--- src/rtl/codec_pwr_pkg.sv ---
package codec_pwr_pkg;
  localparam int NREQ    = 7;
  localparam int NRDY    = 4;
  localparam int REQ_LSB = 8;

  localparam int B_ADC  = 0;
  localparam int B_DAC  = 1;
  localparam int B_MIX  = 2;
  localparam int B_REF  = 3;
  localparam int B_LINK = 4;
  localparam int B_ALL  = 5;
  localparam int B_ICLK = 6;

  typedef logic [NREQ-1:0] req_t;
  typedef logic [NRDY-1:0] rdy_t;
endpackage

--- src/rtl/cpd_req_reg.sv ---
module cpd_req_reg
  import codec_pwr_pkg::*;
(
  input  logic clk,
  input  logic rst_n,
  input  logic warm_rst,
  input  logic wr_en,
  input  req_t wdata,
  output req_t req
);
  always_ff @(posedge clk or negedge rst_n) begin
    if (!rst_n) begin
      req <= '0;
    end else if (warm_rst && !req[B_ALL]) begin
      req[B_LINK] <= 1'b0;
    end else if (wr_en) begin
      req <= wdata;
    end
  end

  AST_WARM_KEEPS: assert property (@(posedge clk) disable iff (!rst_n)
    (warm_rst && !req[B_ALL]) |=> (!req[B_LINK] && req[3:0] == $past(req[3:0])
                                   && req[6:5] == $past(req[6:5])));

  AST_WARM_IDLE_GLOBAL: assert property (@(posedge clk) disable iff (!rst_n)
    (warm_rst && req[B_ALL] && !wr_en) |=> $stable(req));
endmodule

--- src/rtl/cpd_ready_timer.sv ---
module cpd_ready_timer #(
  parameter int DLY = 4
) (
  input  logic clk,
  input  logic rst_n,
  input  logic en,
  output logic ready
);
  localparam int CW = (DLY < 1) ? 1 : $clog2(DLY + 1);
  localparam logic [CW-1:0] LIMIT = CW'(DLY);

  logic [CW-1:0] cnt;

  always_ff @(posedge clk or negedge rst_n) begin
    if (!rst_n) begin
      cnt <= '0;
    end else if (!en) begin
      cnt <= '0;
    end else if (cnt != LIMIT) begin
      cnt <= cnt + 1'b1;
    end
  end

  assign ready = en && (cnt == LIMIT);

  AST_RDY_LAG: assert property (@(posedge clk) disable iff (!rst_n)
    $rose(en) |-> !ready);

  AST_RDY_AFTER_EN: assert property (@(posedge clk) disable iff (!rst_n)
    $rose(ready) |-> $past(en));
endmodule

--- src/rtl/cpd_link_gate.sv ---
module cpd_link_gate (
  input  logic en,
  input  logic bclk_src,
  input  logic sdin_src,
  input  logic sync_in,
  input  logic sdout_in,
  output logic bclk_out,
  output logic sdin_out,
  output logic sync_out,
  output logic sdout_out
);
  assign bclk_out  = bclk_src & en;
  assign sdin_out  = sdin_src & en;
  assign sync_out  = sync_in  & en;
  assign sdout_out = sdout_in & en;
endmodule

--- src/rtl/codec_pwr_ctl.sv ---
module codec_pwr_ctl
  import codec_pwr_pkg::*;
#(
  parameter int IW      = 8,
  parameter int DW      = 16,
  parameter int REG_IDX = 'h26,
  parameter int ADC_DLY = 4,
  parameter int DAC_DLY = 5,
  parameter int MIX_DLY = 6,
  parameter int REF_DLY = 3
) (
  input  logic          clk,
  input  logic          rst_n,
  input  logic          warm_rst,
  input  logic          reg_wr,
  input  logic [IW-1:0] reg_idx,
  input  logic [DW-1:0] reg_wdata,
  output logic [DW-1:0] reg_rdata,
  output logic          en_adc,
  output logic          en_dac,
  output logic          en_mix,
  output logic          en_ref,
  output logic          en_link,
  output logic          en_iclk,
  input  logic          bclk_src,
  output logic          bclk_out,
  input  logic          sdin_src,
  output logic          sdin_out,
  input  logic          sync_in,
  output logic          sync_out,
  input  logic          sdout_in,
  output logic          sdout_out
);
  localparam logic [IW-1:0] IDX = IW'(REG_IDX);
  localparam int DLY_TAB [NRDY] = '{ADC_DLY, DAC_DLY, MIX_DLY, REF_DLY};

  req_t req;
  rdy_t rdy_en;
  rdy_t ready;
  logic hit;
  logic wr_ok;
  logic alive;

  assign hit   = (reg_idx == IDX);
  assign wr_ok = reg_wr && hit && en_link;

  cpd_req_reg u_req (
    .clk      (clk),
    .rst_n    (rst_n),
    .warm_rst (warm_rst),
    .wr_en    (wr_ok),
    .wdata    (reg_wdata[REQ_LSB +: NREQ]),
    .req      (req)
  );

  assign alive   = !req[B_ALL];
  assign en_adc  = alive && !req[B_ADC];
  assign en_dac  = alive && !req[B_DAC];
  assign en_mix  = alive && !req[B_MIX] && !req[B_REF];
  assign en_ref  = alive && !req[B_REF];
  assign en_link = alive && !req[B_LINK];
  assign en_iclk = alive && !req[B_ICLK];

  assign rdy_en = {en_ref, en_mix, en_dac, en_adc};

  for (genvar g = 0; g < NRDY; g++) begin : g_tmr
    cpd_ready_timer #(.DLY(DLY_TAB[g])) u_tmr (
      .clk   (clk),
      .rst_n (rst_n),
      .en    (rdy_en[g]),
      .ready (ready[g])
    );
  end

  always_comb begin
    reg_rdata = '0;
    if (hit) begin
      reg_rdata[REQ_LSB +: NREQ] = req;
      reg_rdata[NRDY-1:0]        = ready;
    end
  end

  cpd_link_gate u_link (
    .en        (en_link),
    .bclk_src  (bclk_src),
    .sdin_src  (sdin_src),
    .sync_in   (sync_in),
    .sdout_in  (sdout_in),
    .bclk_out  (bclk_out),
    .sdin_out  (sdin_out),
    .sync_out  (sync_out),
    .sdout_out (sdout_out)
  );

  AST_LOCKED_WRITE: assert property (@(posedge clk) disable iff (!rst_n)
    (!en_link && !warm_rst) |=> $stable(req));

  AST_GLOBAL_STICKY: assert property (@(posedge clk) disable iff (!rst_n)
    req[B_ALL] |=> req[B_ALL]);

  AST_GLOBAL_DARK: assert property (@(posedge clk) disable iff (!rst_n)
    $past(req[B_ALL]) |-> (ready == '0));
endmodule

--- config.mk ---
export PLATFORM = sky130hd
export DESIGN_NAME = codec_pwr_ctl
export DESIGN_NICKNAME = d
export VERILOG_FILES = /design/src/rtl/codec_pwr_pkg.sv /design/src/rtl/cpd_req_reg.sv /design/src/rtl/cpd_ready_timer.sv /design/src/rtl/cpd_link_gate.sv /design/src/rtl/codec_pwr_ctl.sv
export SDC_FILE = /design/constraint.sdc
export NUM_CORES = 1
export LEC_CHECK = 0
export ABC_AREA = 1
export ABC_CLOCK_PERIOD_IN_PS = 3500
export BUFFER_PORTS_ARGS = -buffer_cell sky130_fd_sc_hd__buf_4
export CORE_UTILIZATION = 35
export DETAILED_ROUTE_END_ITERATION = 7
export PLACE_DENSITY = 0.68
export RECOVER_POWER = 25
export SLEW_MARGIN = 0
export SYNTH_ARGS = -nofsm -noshare
export SYNTH_HDL_FRONTEND = slang
export SYNTH_HIERARCHICAL = 1
export SYNTH_SLANG_ARGS = --single-unit
--- constraint.sdc ---
create_clock -name clk -period 3.5 [get_ports clk]
set_clock_uncertainty 0.2 [all_clocks]
set_input_delay 0.525 -clock clk [delete_from_list [all_inputs] [get_ports clk]]
set_output_delay 0.525 -clock clk [all_outputs]
set_load 0.01 [all_outputs]
# Word-level counts from Yosys, hierarchy flattened

Cells that the tools add are included.

$add $sub $neg: 4
Eq/ne operators: 13
Mux-type cells: 12
Bitwise operators: 5
Reduce and logical (&&, ||, !) cells: 23

Operators by type and width:

| operator                                       | number |
|---|---|
| two-way mux 3 bit                              | 6 |
| logical AND 1 bit                              | 14 |
| != test 2 bit (second input constant)          | 5 |
| adder 3 x 1 -> 3 bit (second input constant)   | 3 |
| == test 3 bit (second input constant)          | 3 |
| != test 3 bit (second input constant)          | 3 |
| == test 8 x 6 -> 1 bit (second input constant) | 1 |
| logical NOT 1 bit                              | 7 |
| two-way mux 7 bit                              | 1 |
| two-way mux 5 bit                              | 1 |
| AND 1 bit                                      | 4 |
| two-way mux 2 bit                              | 2 |
| two-way mux 4 bit                              | 1 |
| adder 2 x 1 -> 2 bit (second input constant)   | 1 |
| == test 2 bit (second input constant)          | 1 |
| AND reduction 2 bit                            | 1 |
| nonzero test 2 bit                             | 1 |
| two-way mux 1 bit                              | 1 |
| NOT 1 bit                                      | 1 |

Register bits after elaboration: 18
Input port bits: 32
Output and inout port bits: 26
Logic and storage cells: 63

# Depth between registers and ports, before layout

Depth after elaboration: 5
Gate-level depth with buffers: 10
Depth with buffers taken out: 8

# Hierarchy

Netlist, hierarchy kept.

By module, submodules not included:

| module                                | instances | cells an instance | area each (sq um) | seq. area each (sq um) |
|---|---|---|---|---|
| cpd_ready_timer at g_tmr[0].u_tmr ... | 2         | 20                | 167.7             | 75.1 |
| cpd_req_reg                           | 1         | 33                | 304.0             | 175.2 |
| codec_pwr_ctl                         | 1         | 49                | 246.5             | 0.0 |
| cpd_ready_timer at g_tmr[1].u_tmr     | 1         | 21                | 171.4             | 75.1 |
| cpd_ready_timer at g_tmr[3].u_tmr     | 1         | 13                | 105.1             | 50.0 |
| cpd_link_gate                         | 1         | 8                 | 30.0              | 0.0 |

# Worst setup path after synthesis

No wires, ideal clock.

Path kind: reg-to-output
From: reg u_req.req[5]
To: out reg_rdata[2]
Data arrival time: 1.382 ns
Required time: 2.775 ns
Slack: 1.393 ns
Cell stages (with the launch flop): 6
Path buffers: 0
Cell sequence: dfrtp_1 > nor3_1 > inv_1 > nor2_1 > inv_1 > nor2_2

Longest elaborated chain between the ends: 5

Ends and longest elaborated chain:

| element                         | line                  | RTL |
|---|---|---|
| start: declaration              | cpd_req_reg.sv:9      | `output req_t req` |
| start signal: assignment        | cpd_req_reg.sv:17     | `req <= wdata;` |
| logical NOT 1 bit               | codec_pwr_ctl.sv:56   | `assign alive = !req[B_ALL];` |
| logical AND 1 bit (2 in series) | codec_pwr_ctl.sv:59   | `assign en_mix = alive && !req[B_MIX] && !req[B_REF];` |
| via en_mix                      | codec_pwr_ctl.sv:21   | `output logic en_mix,` |
| logical AND 1 bit               | cpd_ready_timer.sv:24 | `assign ready = en && (cnt == LIMIT);` |
| via ready[2]                    | codec_pwr_ctl.sv:39   | `rdy_t ready;` |
| two-way mux 4 bit               | codec_pwr_ctl.sv:77   | `if (hit) begin` |
| end: declaration                | codec_pwr_ctl.sv:18   | `output logic [DW-1:0] reg_rdata,` |

The timed path passes the listed nets, and every way through them passes these cells.

# Worst setup path after layout

From: reg u_req.req[5]
To: out reg_rdata[2]

Longest elaborated chain between the ends: 5

Ends and longest elaborated chain:

| element                         | line |
|---|---|
| logical NOT 1 bit               | codec_pwr_ctl.sv:56 |
| logical AND 1 bit (2 in series) | codec_pwr_ctl.sv:59 |
| logical AND 1 bit               | cpd_ready_timer.sv:24 |
| via ready[2]                    | codec_pwr_ctl.sv:39 |
| two-way mux 4 bit               | codec_pwr_ctl.sv:77 |

The timed path passes the listed nets, and every way through them passes these cells.

==> metrics.csv <==
metric,value,unit
outcome,finished clean,
drt-wirelength-per-cell,8.98,um
slowest_stage,nor3_1,
worstMarginPinSlew,0.976,ns
grt_pass1_wl,3970,um
setup.worst_path.end,reg_rdata[2],
htree_levels,1,
rrSetupSlack,1.72,ns
crit_chain,nor3_1 -> inv_1 -> nor2_1 -> inv_1 -> nor2_2 -> buf_4,
cts-root-buf,clkbuf_4,
dieHeight,60.4,um
clk_latency,0.29,ns
cap_violations,0,
utilization,0.494,
grt_setup_unrepaired,false,
layout_commonest_cell,buf_4,
route.met2.wl,1040,um
powerDensity,499,nW/um^2
layout.nets,249,
final-setup-viol-count,0,
gp_congestion,0.814,
synth_compound_area_frac,0.0199,
die_width,60.4,um
crit_start,u_req/req[5],
reg2regPathDepth,6,
ys_warn_count,6,
synthMuxAreaShare,0,
drtIter0Drc,60,
critPathMostFrequentCell,inv_1,
post_drt_via_cell_ratio,4.22,
hpwl,1780,um
fin_crit_sh,0.725,
cts_max_path_buffers,2,
synth-simple-area-share,0.368,
clock-sinks,18,
synth_top_family_by_area,simple AND/OR/NAND/NOR gates,
r2r-end,u_req/req[6],
grt_max_degree,19,
grt_pass1_vias,905,
synthCells,164,
drt-met1-wl,1110,um
highest_layer,met4,
vias,1063,
io_pins,58,
synth-adder-area-share,0.0735,
io_buffers,43,
grt-ovfl-total,0,
antenna_found_initial,0,
synth-seq-cells,18,
peakVddDrop,0.284,mV
critPathArrivalTime,1.81,ns
crit_type,register to output pin,
antenna_cells,0,
syn_to_final_growth,30.6,%
end_kind,output pin,
synth_xor_area_frac,0,
synth.distinct_cells,18,
setup-tns-final,0,ns
grtUsageTotal,0.148,
final_hold_viol_count,0,
clk_pin_slew,0.09,ns
slew_headroom,0.350,
critical-path-max-stage-delay,0.55,ns
wirelength,2260,um
firstDrtPassIters,4,
fp.dieArea,3640,sq um
critical_path_peak_fanout,9,
rr_startpoint,u_req/req[5],
fmax,0.394,GHz
cts_made_buffers,3,
rows,20,
syn_area,1190,sq um
place_inst,248,
hold_path_class,input pin to register,
core,3150,sq um
avgSynthCellArea,7.27,sq um
ys_seq_area_frac,0.378,
final-max-slew-violation-count,0,
mostFrequentLayoutCells,"buf_4, inv_1, nand2_1",
period_needed,2.54,ns
cp_data_required_time,2.77,ns
finalNonFillerCells,252,
critPathLaunchType,register,
antenna_left,0,
power.leakage,0.000883,uW
wl_met3,96,um
drc,0,
cts_tree,done,
initial_core_util,0.378,
layout-drive-gt1-share,0.313,
-- registers in the layout, summed over array words and instances (netlist names) --
register and cells:
u_req/req 7, g_tmr.u_tmr/cnt 11
-- cell families (layout without fill, tap and decap cells) --
kind of cell,after synthesis,after routing
and+or+nand+nor,92,92
DFF,18,18
buffers and inverters,42,82
adders and majority gates,7,7
AOI/OAI and AO/OA,4,4
other,1,5
-- synth_stat cells --
cell | number | area [sq um]
nand4_1 | 6 | 37.5
buf_4 | 6 | 45.0
o21ai_1 | 3 | 15.0
buf_6 | 1 | 11.3
nor3_1 | 1 | 5.00
inv_2 | 2 | 7.51
nand3_1 | 16 | 80.1
nor2_2 | 10 | 62.6
nand2_2 | 4 | 25.0
inv_1 | 33 | 124
nor2_4 | 1 | 11.3
o21ai_2 | 1 | 8.76
ha_1 | 7 | 87.6
conb_1 | 1 | 3.75
nand2_4 | 2 | 22.5
dfrtp_1 | 18 | 450
nor2_1 | 19 | 71.3
nand2_1 | 33 | 124
-- report_power, final --
group          leakage, uW  internal [uW]  switching, uW
registers         0.000225            279           63.9
logic             0.000644            152            180
clock network    0.0000138           40.1           62.0
total             0.000883            471            306
-- timing repair --
action | in CTS | in global routing
setup buffers | 0 | 0
resized for setup | 0 | 0
endpoints found under the hold margin | 18 | 0
hold buffers | 1 | 0
-- through the flow --
stage | total power, uW | hold slack [ns] | cell area, sq um | setup WS (ns)
final | 777 | 0.256 | 1560 | 0.961
after floorplan | 601 | 0.0294 | 1210 | 1.39
after global placement | 673 | 0.209 | 1530 | 1.27
after CTS | 789 | 0.247 | 1560 | 0.918
after global routing | 883 | 0.248 | 1560 | 0.774
after detailed placement | 684 | 0.207 | 1530 | 1.26
-- worst max-delay path, delay by kind of cell (launching register included) --
| family | cells | cell delay [ns] |
|---|---|---|
| buffers and inverters | 3 | 0.27 |
| DFF | 1 | 0.50 |
| and+or+nand+nor | 3 | 0.76 |
-- per-layer routing --
metal	vias up	GRT usage
met3	2	0.0448
met1	457	0.214
met4	0	0.0299
met5	-	0
li1	579	-
met2	25	0.218
-- how the worst min path moves through the flow --
| stage | start | end | cells past startpoint |
|---|---|---|---|
| after CTS | reg_wdata[9] | u_req/req[1] | 3 |
| after floorplan | rst_n | g_tmr[0].u_tmr/cnt[0] | 0 |
| after global routing | reg_wdata[12] | u_req/req[4] | 3 |
| final | reg_wdata[12] | u_req/req[4] | 3 |
| after global placement | rst_n | g_tmr[3].u_tmr/cnt[0] | 1 |
| after detailed placement | rst_n | g_tmr[3].u_tmr/cnt[0] | 1 |
-- cell type report --
class                   count  area, sq um
repair buffers             44          329
fillers                   339         1600
inverters                  35          131
flip-flops and latches     18          450
well taps                  44         55.1
clock buffers               3         22.5
multi-input cells         108          569
Power figures use the tool's default switching activity.
